--- src/rtl/rdiv_pkg.sv ---
package rdiv_pkg;

   typedef enum logic [1:0] {
      RD_IDLE = 2'd0,
      RD_STEP = 2'd1,
      RD_FIX  = 2'd2,
      RD_END  = 2'd3
   } rdiv_state_e;

endpackage

--- src/rtl/rdiv_ctrl.sv ---
module rdiv_ctrl
   import rdiv_pkg::*;
#(
   parameter int WIDTH            = 32,
   parameter int RESTORE_EXPLICIT = 1
) (
   input  logic clk,
   input  logic rst_n,
   input  logic start,
   input  logic trial_neg,
   output logic load,
   output logic step_en,
   output logic fix_en,
   output logic busy,
   output logic done
);

   localparam int CNT_W = (WIDTH > 2) ? $clog2(WIDTH) : 1;
   localparam logic [CNT_W-1:0] LAST = CNT_W'(WIDTH - 1);

   rdiv_state_e      state_q, state_d;
   logic [CNT_W-1:0] cnt_q, cnt_d;
   logic             go_fix;
   logic             bit_done;

   generate
      if (RESTORE_EXPLICIT != 0) begin : g_fix_cycle
         assign go_fix = trial_neg;
      end else begin : g_mux_restore
         assign go_fix = 1'b0;
      end
   endgenerate

   assign load     = (state_q == RD_IDLE) && start;
   assign step_en  = (state_q == RD_STEP);
   assign fix_en   = (state_q == RD_FIX);
   assign bit_done = ((state_q == RD_STEP) && !go_fix) || (state_q == RD_FIX);
   assign busy     = (state_q == RD_STEP) || (state_q == RD_FIX);
   assign done     = (state_q == RD_END);

   always_comb begin
      state_d = state_q;
      cnt_d   = cnt_q;
      case (state_q)
         RD_IDLE: begin
            if (start) begin
               state_d = RD_STEP;
               cnt_d   = '0;
            end
         end
         RD_STEP: begin
            if (go_fix) begin
               state_d = RD_FIX;
            end
         end
         RD_FIX:  state_d = RD_STEP;
         RD_END:  state_d = RD_IDLE;
         default: state_d = RD_IDLE;
      endcase
      if (bit_done) begin
         if (cnt_q == LAST) begin
            state_d = RD_END;
         end else begin
            state_d = RD_STEP;
            cnt_d   = cnt_q + 1'b1;
         end
      end
   end

   always_ff @(posedge clk or negedge rst_n) begin
      if (!rst_n) begin
         state_q <= RD_IDLE;
         cnt_q   <= '0;
      end else begin
         state_q <= state_d;
         cnt_q   <= cnt_d;
      end
   end

endmodule

--- src/rtl/rdiv_addsub.sv ---
module rdiv_addsub #(
   parameter int WIDTH = 32
) (
   input  logic [WIDTH:0]   op_a,
   input  logic [WIDTH-1:0] op_b,
   input  logic             sub,
   output logic [WIDTH:0]   sum
);

   logic [WIDTH:0] b_ext;

   // one adder: subtraction adds the inverted operand with a carry-in of one
   assign b_ext = {1'b0, op_b} ^ {(WIDTH + 1){sub}};
   assign sum   = op_a + b_ext + {{WIDTH{1'b0}}, sub};

endmodule

--- src/rtl/rdiv_remreg.sv ---
module rdiv_remreg #(
   parameter int WIDTH            = 32,
   parameter int RESTORE_EXPLICIT = 1
) (
   input  logic               clk,
   input  logic               rst_n,
   input  logic               load,
   input  logic [WIDTH-1:0]   dividend,
   input  logic               step_en,
   input  logic               fix_en,
   input  logic               trial_neg,
   input  logic [WIDTH:0]     alu_sum,
   output logic [2*WIDTH-1:0] rem_q
);

   localparam int RW = 2 * WIDTH;

   logic [WIDTH-1:0] neg_hi;
   logic [WIDTH-1:0] step_hi;

   generate
      if (RESTORE_EXPLICIT != 0) begin : g_keep_diff
         // difference is kept now and undone by the following add cycle
         assign neg_hi = alu_sum[WIDTH-1:0];
      end else begin : g_keep_shift
         assign neg_hi = rem_q[RW-2:WIDTH-1];
      end
   endgenerate

   assign step_hi = trial_neg ? neg_hi : alu_sum[WIDTH-1:0];

   always_ff @(posedge clk or negedge rst_n) begin
      if (!rst_n) begin
         rem_q <= '0;
      end else if (load) begin
         rem_q <= {{WIDTH{1'b0}}, dividend};
      end else if (step_en) begin
         rem_q <= {step_hi, rem_q[WIDTH-2:0], ~trial_neg};
      end else if (fix_en) begin
         rem_q[RW-1:WIDTH] <= alu_sum[WIDTH-1:0];
      end
   end

endmodule

--- src/rtl/rdiv_core.sv ---
module rdiv_core #(
   parameter int WIDTH            = 32,
   parameter int RESTORE_EXPLICIT = 1
) (
   input  logic             clk,
   input  logic             rst_n,
   input  logic             start,
   input  logic [WIDTH-1:0] dividend,
   input  logic [WIDTH-1:0] divisor,
   output logic             busy,
   output logic             done,
   output logic [WIDTH-1:0] hi,
   output logic [WIDTH-1:0] lo
);

   localparam int RW = 2 * WIDTH;

   generate
      if (WIDTH < 2) begin : g_bad_width
         $error("rdiv_core: WIDTH must be at least 2");
      end
      if (RESTORE_EXPLICIT != 0 && RESTORE_EXPLICIT != 1) begin : g_bad_mode
         $error("rdiv_core: RESTORE_EXPLICIT must be 0 or 1");
      end
   endgenerate

   logic [WIDTH-1:0] dvs_q;
   logic [RW-1:0]    rem_q;
   logic [WIDTH:0]   op_a;
   logic [WIDTH:0]   alu_sum;
   logic             alu_sub;
   logic             trial_neg;
   logic             load, step_en, fix_en;

   always_ff @(posedge clk or negedge rst_n) begin
      if (!rst_n) begin
         dvs_q <= '0;
      end else if (load) begin
         dvs_q <= divisor;
      end
   end

   generate
      if (RESTORE_EXPLICIT != 0) begin : g_op_fix
         assign alu_sub = !fix_en;
         assign op_a    = fix_en ? {1'b0, rem_q[RW-1:WIDTH]}
                                 : {rem_q[RW-1], rem_q[RW-2:WIDTH-1]};
      end else begin : g_op_step
         assign alu_sub = 1'b1;
         assign op_a    = {rem_q[RW-1], rem_q[RW-2:WIDTH-1]};
      end
   endgenerate

   // a carried-out top bit means the shifted remainder already exceeds any divisor
   assign trial_neg = !rem_q[RW-1] && alu_sum[WIDTH];

   rdiv_addsub #(.WIDTH(WIDTH)) u_alu (
      .op_a (op_a),
      .op_b (dvs_q),
      .sub  (alu_sub),
      .sum  (alu_sum)
   );

   rdiv_ctrl #(.WIDTH(WIDTH), .RESTORE_EXPLICIT(RESTORE_EXPLICIT)) u_ctrl (
      .clk       (clk),
      .rst_n     (rst_n),
      .start     (start),
      .trial_neg (trial_neg),
      .load      (load),
      .step_en   (step_en),
      .fix_en    (fix_en),
      .busy      (busy),
      .done      (done)
   );

   rdiv_remreg #(.WIDTH(WIDTH), .RESTORE_EXPLICIT(RESTORE_EXPLICIT)) u_rem (
      .clk       (clk),
      .rst_n     (rst_n),
      .load      (load),
      .dividend  (dividend),
      .step_en   (step_en),
      .fix_en    (fix_en),
      .trial_neg (trial_neg),
      .alu_sum   (alu_sum),
      .rem_q     (rem_q)
   );

   assign hi = rem_q[RW-1:WIDTH];
   assign lo = rem_q[WIDTH-1:0];

endmodule

--- config.mk ---
export PLATFORM = sky130hd
export DESIGN_NAME = rdiv_core
export DESIGN_NICKNAME = d
export VERILOG_FILES = /design/src/rtl/rdiv_pkg.sv /design/src/rtl/rdiv_ctrl.sv /design/src/rtl/rdiv_addsub.sv /design/src/rtl/rdiv_remreg.sv /design/src/rtl/rdiv_core.sv
export SDC_FILE = /design/constraint.sdc
export NUM_CORES = 1
export LEC_CHECK = 0
export BUFFER_PORTS_ARGS = -buffer_cell sky130_fd_sc_hd__buf_2
export CORE_UTILIZATION = 35
export DETAILED_ROUTE_END_ITERATION = 10
export GPL_TIMING_DRIVEN = 0
export RECOVER_POWER = 100
export SKIP_CTS_REPAIR_TIMING = 1
export SLEW_MARGIN = 20
export SYNTH_ARGS = -nofsm -noshare
export SYNTH_HDL_FRONTEND = slang
export SYNTH_SLANG_ARGS = --single-unit
--- constraint.sdc ---
create_clock -name clk -period 4.81 [get_ports clk]
set_input_delay 0.7215 -clock clk [delete_from_list [all_inputs] [get_ports clk]]
set_output_delay 0.7215 -clock clk [all_outputs]
set_load 0.01 [all_outputs]
==> metrics.yaml <==
run_status:
  status: "finished with violations"
  violations: "capacitance limit, slew limit"
setup_path:
  r2r_end: "u_rem.rem_q[55]"
  cp_max_fo: 16
  cp.required_ns: 5.09
  end_kind: "register"
  reg2reg_slack_ns: 0.32
  cp.arrival_ns: 4.76
  path_class: "reg -> reg"
  r2r-start: "u_ctrl.state_q[0]"
  cp_cell_sequence: "inv_1 > ha_1 > buf_6 > clkbuf_1 > mux2_2 > ha_1 > a21oi_1 > o211ai_1 > a221oi_1 > o22ai_1 > or4_1 > a31oi_1 > xnor2_1 > nand2_1 > a21oi_1"
  crit_slowest_cell: "clkbuf_1"
  cp_slowest_stage_delay_ns: 0.52
  r2r_cells: 15
  cp-start-kind: "register"
clocking:
  numClockSinks: 103
  tritoncts: "yes"
  path_clk_slew_ns: 0.07
  clock_path_buffers: 2
  cts_made_buffers: 9
  worstSkewPairLatency_ns: 0.36
  cts_max_level: 3
  cts_root_buffer: "clkbuf_16"
yosys:
  yosysWarnings: 0
  synth-seq-cells: 103
  synthMuxAreaShare: 0.107
  synth_area_leaders: "dfrtp_1 (38%), nand2_1 (11%), ha_1 (6.8%)"
  synth_area_um2: 6820
  yosysSeqAreaShare: 0.378
  synth_edf_count: 0
  avgSynthCellArea_um2: 8.89
  yosysTopAreaCell: "dfrtp_1"
  synthArstFlopShare: 1.00
  synthSimpleGateAreaFrac: 0.172
  ys.flop_type: "dfrtp_1"
  synth_top_area_frac: 0.378
  synth_nets: 873
  synthAdderAreaFrac: 0.0708
  synth_xor_area_frac: 0.0744
  synth_top_family_by_area: "simple AND/OR/NAND/NOR gates"
  yosysUniqueCellTypes: 69
  syn_inst: 768
  synth-compound-area-share: 0.165
min_path:
  hp-start: "dvs_q[4]"
  hp-class: "reg -> reg"
  whs_path_depth: 2
  worstHoldEndpoint: "dvs_q[4]"
sta:
  period_minus_slack_ns: 4.49
  final_hold_viol_count: 0
  finalSetupViolations: 0
  setup_ws_ns: 0.324
  maxSlewHeadroom: -0.297
  grt_setup_unrepaired: "no"
  final_max_slew_viol_count: 106
  period_share: 0.933
  fmax_mhz: 223
  finalClockSkew_ns: 0.00729
  worst_pin_slew_ns: 1.95
cells_and_area:
  fin_nets: 1016
  seqCellArea_um2: 2580
  n_fill_cell: 2014
  drive_gt1_frac: 0.154
  final_util: 0.422
  antenna_cells: 0
  layout_common_cells: "nand2_1 (198), dfrtp_1 (103), clkbuf_1 (96)"
  area_growth_pct: 16.9
  final_common_cell: "nand2_1"
  multi_input_area_um2: 3990
route:
  postRouteAntennaNets: 0
  met1_length_mm: 9.07
  drt-initial-drc-count: 311
  wl_mm: 18.7
  dr.max_layer_used: "met4"
  viasPerCell: 4.97
  wl_met3_um: 721
  drcViolationCount: 0
  route.met2.wl_mm: 8.79
  avgRoutedWirePerCell_um: 15.9
  first_pass_iters: 5
  via_count: 5848
place:
  port_buffers: 132
  place_ws_ns: 0.0179
  place_congestion: 0.889
  place_hpwl_mm: 14.0
global_route:
  overflow: 0
  grt_usage: 0.194
  grt_pass1_vias: 5742
  grt_pass1_wl_mm: 30.5
  antenna_found_initial: 0
  grt_max_degree: 76
run:
  max_cap_viol_count: 2
floorplan:
  pin_count: 133
  die_y_um: 142
  die_area_um2: 20100
  row_count: 50
  initial_core_util: 0.361
  die_x_um: 142
  core_area_um2: 18900
==> layer usage <==
| layer | vias to the layer above | GRT usage |
|---|---|---|
| met2 | 111 | 0.316 |
| met3 | 11 | 0.0381 |
| met1 | 2775 | 0.265 |
| li1 | 2951 | - |
| met4 | 0 | 0.0402 |
| met5 | - | 0 |
==> worst max-delay path by stage <==
stage                      start         endpoint  slack [ns]  depth (start not counted)
2_1_floorplan  u_ctrl.state_q[0]  u_ctrl.cnt_q[2]        0.76                         17
3_3_place_gp   u_ctrl.state_q[0]  u_ctrl.cnt_q[2]        0.02                         17
3_5_place_dp   u_ctrl.state_q[0]  u_ctrl.cnt_q[2]        0.02                         17
4_1_cts        u_ctrl.state_q[0]  u_ctrl.cnt_q[2]       -0.05                         17
5_1_grt        u_ctrl.state_q[0]  u_ctrl.cnt_q[2]        0.04                         15
6_report       u_ctrl.state_q[0]  u_rem.rem_q[55]        0.32                         15
==> state kept, by name, indices dropped and copies added, names as in the netlist <==
register and flops:
dvs_q 32, u_ctrl.cnt_q 5, u_ctrl.state_q 2, u_rem.rem_q 64
==> area by class of cell <==
class	count	area share
inverters	10	0.00471
plain buffers	43	0.0240
multi-input cells	611	0.500
flip-flops and latches	103	0.323
well taps	260	0.0408
clock buffers	11	0.0304
repair buffers	133	0.0730
clock inverters	5	0.00408
==> kinds of logic after synthesis <==
family	after synthesis
adder cells (fa/ha/maj)	38
multiplexers	67
XOR/XNOR	58
flip-flops	103
AND/OR/NAND/NOR	276
buffers and inverters	54
AO/OA/AOI/OAI	172
==> worst max-delay path, delay by kind of cell (launching register included) <==
family                     cells  cell delay, ns
AOI/OAI and AO/OA              6            1.53
xor gates and xnor gates       1            0.15
adders and majority gates      2            0.55
buffers and inverters          3            0.80
DFF                            1            0.43
muxes                          1            0.41
and+or+nand+nor                2            0.54
==> cell usage after synthesis (2+ instances only) <==
cell / n
a211oi_1: 8
a21o_1: 17
a21oi_1: 49
a21oi_2: 3
a21oi_4: 2
a221oi_1: 2
a31oi_1: 3
and2_1: 2
and3_1: 4
buf_1: 5
buf_2: 3
buf_6: 2
clkbuf_1: 32
dfrtp_1: 103
ha_1: 37
inv_1: 10
mux2_2: 31
mux2i_1: 34
nand2_1: 198
nand3_1: 5
nand4_1: 5
nor2_1: 29
nor2b_1: 3
nor3_1: 11
nor3b_1: 2
nor4_1: 3
o2111ai_1: 2
o211ai_1: 3
o21a_1: 3
o21ai_0: 53
o21ai_2: 2
o21bai_1: 4
o22ai_1: 2
or2_2: 4
or4_1: 2
xnor2_1: 52
xor2_1: 6
==> stage by stage <==
stage / std cells / hold slack (ns) / setup TNS, ns / area [µm²]
after floorplan: 768 / 0.426 / 0 / 6820
after global placement: 1160 / 0.483 / 0 / 7810
after detailed placement: 1161 / 0.485 / 0 / 7840
after CTS: 1177 / 0.236 / -0.0461 / 8120
after global routing: 1176 / 0.519 / 0 / 7980
final: 1176 / 0.494 / 0 / 7980
Power is left out: the tool's default activity adds up to more than one toggle a clock period on the data nets, which glitch-free logic cannot reach.
